--- config.mk ---
export PLATFORM = sky130hd
export DESIGN_NAME = pacc_top
export DESIGN_NICKNAME = d
export VERILOG_FILES = /design/src/rtl/pacc_pkg.sv /design/src/rtl/pacc_sync.sv /design/src/rtl/pacc_fsm.sv /design/src/rtl/pacc_clkmux.sv /design/src/rtl/pacc_top.sv
export SDC_FILE = /design/constraint.sdc
export NUM_CORES = 1
export LEC_CHECK = 0
export CAP_MARGIN = 30
export CORE_MARGIN = 8
export CORE_UTILIZATION = 44
export CTS_BUF_LIST = sky130_fd_sc_hd__clkbuf_2 sky130_fd_sc_hd__clkbuf_4 sky130_fd_sc_hd__clkbuf_8
export CTS_CLUSTER_DIAMETER = 40
export DETAILED_ROUTE_END_ITERATION = 6
export PLACE_DENSITY = 0.78
export SLEW_MARGIN = 5
export SYNTH_ARGS = -nofsm -noshare
export SYNTH_HDL_FRONTEND = slang
export SYNTH_SLANG_ARGS = --single-unit
--- constraint.sdc ---
create_clock -name clk -period 2.1 [get_ports clk]
set_clock_uncertainty 0.05 [all_clocks]
set_input_delay 0.525 -clock clk [delete_from_list [all_inputs] [get_ports clk]]
set_output_delay 0.525 -clock clk [all_outputs]
set_load 0.03 [all_outputs]
--- src/rtl/pacc_pkg.sv ---
package pacc_pkg;
    typedef enum logic [1:0] {
        ST_OFF       = 2'd0,
        ST_EVENT     = 2'd1,
        ST_GATE_WAIT = 2'd2,
        ST_GATE_RUN  = 2'd3
    } pa_state_e;

    typedef enum logic [1:0] {
        CS_PRESC    = 2'b00,
        CS_PACLK    = 2'b01,
        CS_DIV_LO   = 2'b10,
        CS_DIV_FULL = 2'b11
    } clk_sel_e;
endpackage

--- src/rtl/pacc_sync.sv ---
module pacc_sync #(
    parameter int STAGES = 2
) (
    input  logic clk,
    input  logic rst_n,
    input  logic pin,
    output logic lvl,
    output logic rise,
    output logic fall
);
    logic [STAGES-1:0] chain;
    logic              prev;

    always_ff @(posedge clk) begin
        if (!rst_n) begin
            chain <= '0;
            prev  <= 1'b0;
        end else begin
            chain <= {chain[STAGES-2:0], pin};
            prev  <= chain[STAGES-1];
        end
    end

    assign lvl  = chain[STAGES-1];
    assign rise = lvl & ~prev;
    assign fall = ~lvl & prev;
endmodule

--- src/rtl/pacc_fsm.sv ---
module pacc_fsm
    import pacc_pkg::*;
(
    input  logic      clk,
    input  logic      rst_n,
    input  logic      en,
    input  logic      gated,
    input  logic      pol,
    input  logic      tmr_en,
    input  logic      tick64,
    input  logic      lvl,
    input  logic      rise,
    input  logic      fall,
    output logic      paclk,
    output logic      flag_set,
    output pa_state_e state_o
);
    pa_state_e state, nxt;
    logic      act;

    assign act     = pol ? ~lvl : lvl;
    assign state_o = state;

    always_ff @(posedge clk) begin
        if (!rst_n) state <= ST_OFF;
        else        state <= nxt;
    end

    always_comb begin
        nxt = state;
        unique case (state)
            ST_OFF:       if (en) nxt = gated ? ST_GATE_WAIT : ST_EVENT;
            ST_EVENT:     if (!en) nxt = ST_OFF;
                          else if (gated) nxt = ST_GATE_WAIT;
            ST_GATE_WAIT: if (!en) nxt = ST_OFF;
                          else if (!gated) nxt = ST_EVENT;
                          else if (act) nxt = ST_GATE_RUN;
            ST_GATE_RUN:  if (!en) nxt = ST_OFF;
                          else if (!gated) nxt = ST_EVENT;
                          else if (!act) nxt = ST_GATE_WAIT;
            default:      nxt = ST_OFF;
        endcase
    end

    always_comb begin
        paclk    = 1'b0;
        flag_set = 1'b0;
        unique case (state)
            ST_OFF: ;
            ST_EVENT: begin
                paclk    = en & ~gated & (pol ? rise : fall);
                flag_set = paclk;
            end
            ST_GATE_WAIT: ;
            ST_GATE_RUN: begin
                paclk    = en & gated & act & tick64 & tmr_en;
                flag_set = en & gated & ~act;
            end
            default: ;
        endcase
    end

    a_r3_off_quiet: assert property (@(posedge clk) disable iff (!rst_n)
        (state == ST_OFF) |-> !(paclk || flag_set));
    a_r6_no_timer: assert property (@(posedge clk) disable iff (!rst_n)
        (!tmr_en && state != ST_EVENT) |-> !paclk);
    a_r5_lead_no_flag: assert property (@(posedge clk) disable iff (!rst_n)
        (state == ST_GATE_WAIT) |-> !flag_set);
endmodule

--- src/rtl/pacc_clkmux.sv ---
module pacc_clkmux
    import pacc_pkg::*;
(
    input  logic     en,
    input  clk_sel_e sel,
    input  logic     presc,
    input  logic     paclk,
    input  logic     lo_roll,
    input  logic     full_roll,
    output logic     tick
);
    always_comb begin
        tick = presc;
        if (en) begin
            unique case (sel)
                CS_PRESC:    tick = presc;
                CS_PACLK:    tick = paclk;
                CS_DIV_LO:   tick = lo_roll;
                CS_DIV_FULL: tick = full_roll;
                default:     tick = presc;
            endcase
        end
    end
endmodule

--- src/rtl/pacc_top.sv ---
module pacc_top
    import pacc_pkg::*;
#(
    parameter int ACC_W     = 16,
    parameter int LO_W      = 8,
    parameter int SYNC_STGS = 2
) (
    input  logic             clk,
    input  logic             rst_n,
    input  logic             cfg_we,
    input  logic             cfg_en,
    input  logic             cfg_mode,
    input  logic             cfg_edge,
    input  logic [1:0]       cfg_clksel,
    input  logic             cfg_ovf_ie,
    input  logic             cfg_in_ie,
    input  logic             clr_we,
    input  logic [1:0]       clr_mask,
    input  logic             pin_in,
    input  logic             tick_div64,
    input  logic             tick_presc,
    input  logic             tmr_en,
    output logic [ACC_W-1:0] acc_val,
    output logic             in_flag,
    output logic             ovf_flag,
    output logic             in_irq,
    output logic             ovf_irq,
    output logic             tmr_clk_tick
);
    localparam logic [ACC_W-1:0] ACC_MAX = {ACC_W{1'b1}};
    localparam logic [LO_W-1:0]  LO_MAX  = {LO_W{1'b1}};

    logic       en_q, mode_q, edge_q, ovf_ie_q, in_ie_q;
    clk_sel_e   sel_q;
    logic [ACC_W-1:0] acc_q;
    logic       in_flag_q, ovf_flag_q;
    logic       lvl, rise, fall, paclk, flag_set, wrap;
    pa_state_e  state;

    always_ff @(posedge clk) begin
        if (!rst_n) begin
            en_q     <= 1'b0;
            mode_q   <= 1'b0;
            edge_q   <= 1'b0;
            sel_q    <= CS_PRESC;
            ovf_ie_q <= 1'b0;
            in_ie_q  <= 1'b0;
        end else if (cfg_we) begin
            en_q     <= cfg_en;
            mode_q   <= cfg_mode;
            edge_q   <= cfg_edge;
            sel_q    <= clk_sel_e'(cfg_clksel);
            ovf_ie_q <= cfg_ovf_ie;
            in_ie_q  <= cfg_in_ie;
        end
    end

    pacc_sync #(.STAGES(SYNC_STGS)) u_sync (
        .clk(clk), .rst_n(rst_n), .pin(pin_in),
        .lvl(lvl), .rise(rise), .fall(fall)
    );

    pacc_fsm u_fsm (
        .clk(clk), .rst_n(rst_n), .en(en_q), .gated(mode_q), .pol(edge_q),
        .tmr_en(tmr_en), .tick64(tick_div64), .lvl(lvl), .rise(rise),
        .fall(fall), .paclk(paclk), .flag_set(flag_set), .state_o(state)
    );

    assign wrap = paclk && (acc_q == ACC_MAX);

    always_ff @(posedge clk) begin
        if (!rst_n) begin
            acc_q      <= '0;
            in_flag_q  <= 1'b0;
            ovf_flag_q <= 1'b0;
        end else begin
            if (paclk) acc_q <= acc_q + 1'b1;
            if (flag_set)                     in_flag_q <= 1'b1;
            else if (clr_we && clr_mask[0])   in_flag_q <= 1'b0;
            if (wrap)                         ovf_flag_q <= 1'b1;
            else if (clr_we && clr_mask[1])   ovf_flag_q <= 1'b0;
        end
    end

    pacc_clkmux u_mux (
        .en(en_q), .sel(sel_q), .presc(tick_presc), .paclk(paclk),
        .lo_roll(paclk && (acc_q[LO_W-1:0] == LO_MAX)),
        .full_roll(wrap), .tick(tmr_clk_tick)
    );

    assign acc_val  = acc_q;
    assign in_flag  = in_flag_q;
    assign ovf_flag = ovf_flag_q;
    assign in_irq   = in_ie_q & in_flag_q;
    assign ovf_irq  = ovf_ie_q & ovf_flag_q;

    a_r2_single_step: assert property (@(posedge clk) disable iff (!rst_n)
        !$stable(acc_q) |-> (acc_q == $past(acc_q) + 1'b1));
    a_r3_off_hold: assert property (@(posedge clk) disable iff (!rst_n)
        (state == ST_OFF) |=> $stable(acc_q));
    a_r10_wrap_flag: assert property (@(posedge clk) disable iff (!rst_n)
        (paclk && acc_q == ACC_MAX) |=> (ovf_flag_q && acc_q == '0));
    a_r8_presc_route: assert property (@(posedge clk) disable iff (!rst_n)
        !en_q |-> (tmr_clk_tick == tick_presc));
    a_r11_irq_gate: assert property (@(posedge clk) disable iff (!rst_n)
        (!ovf_flag_q |-> !ovf_irq) and (!in_flag_q |-> !in_irq));
    a_r12_ovf_clear: assert property (@(posedge clk) disable iff (!rst_n)
        (clr_we && clr_mask[1] && !wrap) |=> !ovf_flag_q);
endmodule

### Word level (Yosys, flattened, before mapping)

Cells that the tools add are included.
W data, S select, Z words.

* register bits after elaboration: 30
* input port bits: 17
* logic and storage cells: 70

* add/subtract/negate cells: 1
* equality and inequality tests: 12
* muxes and demuxes: 21
* bitwise operators: 15
* reduce and logical (&&, ||, !) cells: 9

Operators with widths (number)
* $mux W2: 10
* $add A16 B1 Y16 const B: 1
* $eq A16 B16 Y1 const B: 1
* $and A1 B1 Y1: 11
* $eq A2 B2 Y1 const B: 4
* $eq A8 B8 Y1 const B: 1
* $pmux W2 S4: 1
* $mux W1: 7
* $eq A2 B1 Y1 const B: 2
* $logic_and A1 B1 Y1: 4
* $logic_not A2 Y1: 2
* $ne A4 B3 Y1 const B: 1
* $ne A4 B4 Y1 const B: 1
* $not A1 Y1: 4
* $pmux W1 S2: 2
* $pmux W1 S4: 1
* $reduce_and A4 Y1: 1
* $reduce_bool A2 Y1: 2
* $ne A3 B3 Y1 const B: 1
* $ne A2 B2 Y1 const B: 1

### Longest topological paths before layout

* depth in word-level cells: 9
* depth in mapped cells: 6
* mapped depth without buffers: 5

### By module

A second synthesis with hierarchy kept.

* cell total of the unflattened synthesis: 142
* area, all modules: 1355.0 um2

By module, submodules not included
* pacc_top: instances 1, cells an instance 112, area each 1099.8 um2, sequential area each 500.5 um2
* pacc_fsm: instances 1, cells an instance 16, area each 123.9 um2, sequential area each 40.0 um2
* pacc_sync: instances 1, cells an instance 8, area each 91.3 um2, sequential area each 60.1 um2
* pacc_clkmux: instances 1, cells an instance 6, area each 40.0 um2, sequential area each 0.0 um2

### Least setup slack after synthesis

OpenSTA, ideal clock, no wires.

* path type: register -> output
* from: register acc_q[0], in the netlist acc_val[0]
* to: output port tmr_clk_tick
* data arrival time: 1794 ps
* setup slack: -269 ps
* stages on the path, launching flop included: 7
* buffers on the path: 1
* cells stage by stage: dfxtp_1 ha_1 nand2_1 a2111o_1 buf_6 nand3_1 and4b_1

* cells in the longest elaborated chain, start to end: 4

Ends and longest elaborated chain
* start: declaration: line pacc_top.sv:35 `logic [ACC_W-1:0] acc_q;`
* start signal: assignment: line pacc_top.sv:77 `if (paclk) acc_q <= acc_q + 1'b1;`
* $eq A16 B16 Y1 or $eq A8 B8 Y1 (tied branches): line pacc_top.sv:69, pacc_top.sv:87
* $logic_and A1 B1 Y1, on equally long branches: line pacc_top.sv:69, pacc_top.sv:87
* $pmux W1 S4 (*): line pacc_clkmux.sv:15 `unique case (sel)`
* $mux W1 (*): line pacc_clkmux.sv:14 `if (en) begin`
* end: declaration: line pacc_top.sv:28 `output logic tmr_clk_tick`

Every way passes the cells marked *; elsewhere a longest branch is shown, timed or not.

### Worst setup path in the final report

* from: register mode_q
* to: output port tmr_clk_tick

* cells in the longest elaborated chain, start to end: 8

Ends and longest elaborated chain
* start: declaration: line pacc_top.sv:33 `logic en_q, mode_q, edge_q, ovf_ie_q, in_ie_q;`
* start signal: assignment: line pacc_top.sv:50 `mode_q <= cfg_mode;`
* $and A1 B1 Y1 (4 in series): line pacc_fsm.sv:56 `paclk = en & gated & act & tick64 & tmr_en;`
* $pmux W1 S2 (*): line pacc_fsm.sv:48 `unique case (state)`
* $logic_and A1 B1 Y1, on equally long branches: line pacc_top.sv:69, pacc_top.sv:87
* $pmux W1 S4 (*): line pacc_clkmux.sv:15
* $mux W1 (*): line pacc_clkmux.sv:14

Marked as above.

==> flow_summary.json <==
{
  "drive_gt1_frac": 0.246,
  "crit_arrival_ps": 1970,
  "cts_inserted_buffers": 5,
  "syn_area_sq_um": 1360,
  "timing.final.max_slew_violations": 0,
  "layout.nets": 228,
  "r2r_start": "edge_q$_SDFFE_PN0P_",
  "ys.flop_type": "dfxtp_1",
  "max_slew_margin": 0.688,
  "synthTopCellsByArea": "dfxtp_1 (44%), mux2i_1 (5.9%), nor2_1 (5.3%)",
  "synth_most_common_cell": "dfxtp_1",
  "grt_max_degree": 26,
  "grt_first_pass_wirelength_mm": 6.33,
  "detail_route.wl_per_cell_microns": 16.3,
  "rr_endpoint": "acc_val[15]$_SDFFE_PN0P_",
  "dieArea_sq_um": 5120,
  "max_cap_viol_count": 0,
  "violations": "setup timing",
  "postCtsHoldBufs": 0,
  "cts_sinks": 30,
  "synth_area_leader_cell": "dfxtp_1",
  "tns_ps": -448,
  "worstHoldStart": "u_sync.chain[0]$_SDFF_PN0_",
  "holdPathStages": 1,
  "clock-root-buffer": "clkbuf_4",
  "antenna_left": 0,
  "yosysTopAreaCellShare": 0.443,
  "synthArstFlopShare": 0,
  "max_slew.worst_pin.slew_ps": 467,
  "ios": 38,
  "synthCells": 154,
  "fin_hold_ws_ps": 402,
  "grt_pass1_vias": 1443,
  "row_count": 20,
  "grt.total_usage": 0.154,
  "whs_endpoint": "u_sync.chain[1]$_SDFF_PN0_",
  "reg2reg_slack_ps": 20,
  "overflow": 0,
  "rsz0062_at_grt": "yes",
  "synth_cell_types": 39,
  "postRouteWirelength_mm": 3.97,
  "placeableCoreArea_sq_um": 3000,
  "avgSynthCellArea_sq_um": 8.81,
  "initial_core_util": 0.452,
  "syn2layout_area_growth_pct": 50.7,
  "postLayoutCoreUtil": 0.681,
  "yosys-top-cells-count": "dfxtp_1 (30), nor2_1 (19), a21oi_1 (14)",
  "portBuffers": 37,
  "place_ws_ps": -530,
  "hold_viol_final": 0,
  "crit_type": "reg2out",
  "synth-seq-cells": 30,
  "start_kind": "flip-flop",
  "cts_buffer_depth": 2,
  "avgViaCountPerCell": 5.50,
  "grt_antenna_before_repair": 0,
  "cp_max_fo": 4,
  "crit_required_ps": 1520,
  "power.density_nw_per_um2": 549,
  "outcome": "finished, violations left",
  "power_leakage_uw": 0.000891,
  "synthesis.nets": 172,
  "cts_tree": "built",
  "clock_latency_ps": 340,
  "first_pass_iters": 4,
  "die_h_microns": 71.5,
  "hold_class": "reg2reg",
  "layout_min_cycle_time_ps": 2550,
  "timing.final.ws_setup_ps": -448,
  "ff2ff_path_depth": 9,
  "fmax_mhz": 392,
  "drtIter0Drc": 33,
  "path_clk_slew_ps": 90,
  "setup_violations": 1,
  "synth_edf_count": 0,
  "htreeDepth": 2,
  "routabilityCongestion": 0.778,
  "synth-seq-area-share": 0.443,
  "antenna_cells": 0,
  "die_w_microns": 71.5,
  "post-dp-hpwl_mm": 2.81,
  "dr_total_vias": 1343,
  "min_period_over_period": 1.21,
  "drc_errors": 0,
  "yosys_warnings": 0,
  "num-fill-cells": 263,
  "ir_worst_vdd_mv": 0.377,
  "crit_path_end_kind": "output port"
}
## critical path, stage by stage (launching register included)
cell      delay (ps)
dfxtp_2          370
and4_4           230
nand4_2          120
a2111o_1         450
nand3_1           90
and4b_2          240
buf_6            130
## stage by stage
step	std cells	total power, uW	cell area [sq um]
5_1_grt	244	1160	2040
6_report	244	1120	2040
3_3_place_gp	234	693	1860
4_1_cts	244	1120	1990
2_1_floorplan	154	644	1370
3_5_place_dp	234	696	1860
## layout by cell type (no fill, tap or decap), drive strengths merged, types with 5 or more instances in the layout
master and count:
nor2 19, and2 6, buf 18, mux2i 8, or3 9, clkbuf 8, o21ai 11, nand3 5
nand2 11, clkdlybuf4s50 28, dfxtp 30, a21oi 14, dlymetal6s2s 8
## cell type report
type                       instances  area [sq um]  share of cell area
multi-input combinational        115           774               0.379
sequential                        30           612               0.299
timing repair buffer              54           523               0.256
clock buffer                       8          78.8              0.0386
tap                               33          41.3              0.0202
inverter                           4          15.0             0.00734
## how the worst max path moves through the flow
stage | from | endpoint | slack [ps] | depth (start not counted)
after detailed placement | tmr_en | tmr_clk_tick | -530 | 6
after floorplan | edge_q$_SDFFE_PN0P_ | tmr_clk_tick | -140 | 6
after CTS | u_sync.chain[1]$_SDFF_PN0_ | tmr_clk_tick | -500 | 6
after global placement | tmr_en | tmr_clk_tick | -500 | 6
final | mode_q$_SDFFE_PN0P_ | tmr_clk_tick | -450 | 6
after global routing | u_sync.chain[1]$_SDFF_PN0_ | tmr_clk_tick | -520 | 6
## what timing repair did
| action | 4_1_cts | 5_1_grt |
|---|---|---|
| gates resized for setup | 8 | 18 |
| pin swaps | 7 | 5 |
| buffers inserted | 2 | 1 |
| endpoints found under the setup margin | 2 | 12 |
## where the power goes
| part | internal [uW] | switching, uW | total [uW] |
|---|---|---|---|
| registers | 579 | 10.7 | 589 |
| logic | 55.1 | 41.9 | 97.1 |
| clock network | 229 | 207 | 436 |
| total | 862 | 260 | 1120 |
## cell families (layout without fill, tap and decap cells)
| kind of cell | Yosys count | after routing | synth area share |
|---|---|---|---|
| buf+inv | 9 | 66 | 0.0304 |
| mux | 8 | 8 | 0.0590 |
| fa+ha+maj | 1 | 1 | 0.00922 |
| simple gates | 65 | 65 | 0.259 |
| xor+xnor | 5 | 5 | 0.0378 |
| flops | 30 | 30 | 0.443 |
| compound gates | 36 | 36 | 0.161 |
## registers in the layout, summed over array words and instances (netlist names), 2 cells and up
register and count:
u_fsm.state_o 2, sel_q 2, u_sync.chain 2, acc_val 16
## per-layer routing
metal  track usage  share of wire  routed length [microns]  vias to the layer above
li1              -              -                        -                      666
met1         0.150           0.39                     1540                      644
met2         0.271           0.53                     2110                       27
met3        0.0642          0.063                      248                        6
met4        0.0816          0.017                       68                        0
met5             0              0                        0                        -
Note: power is estimated with default switching activity, not from simulation.
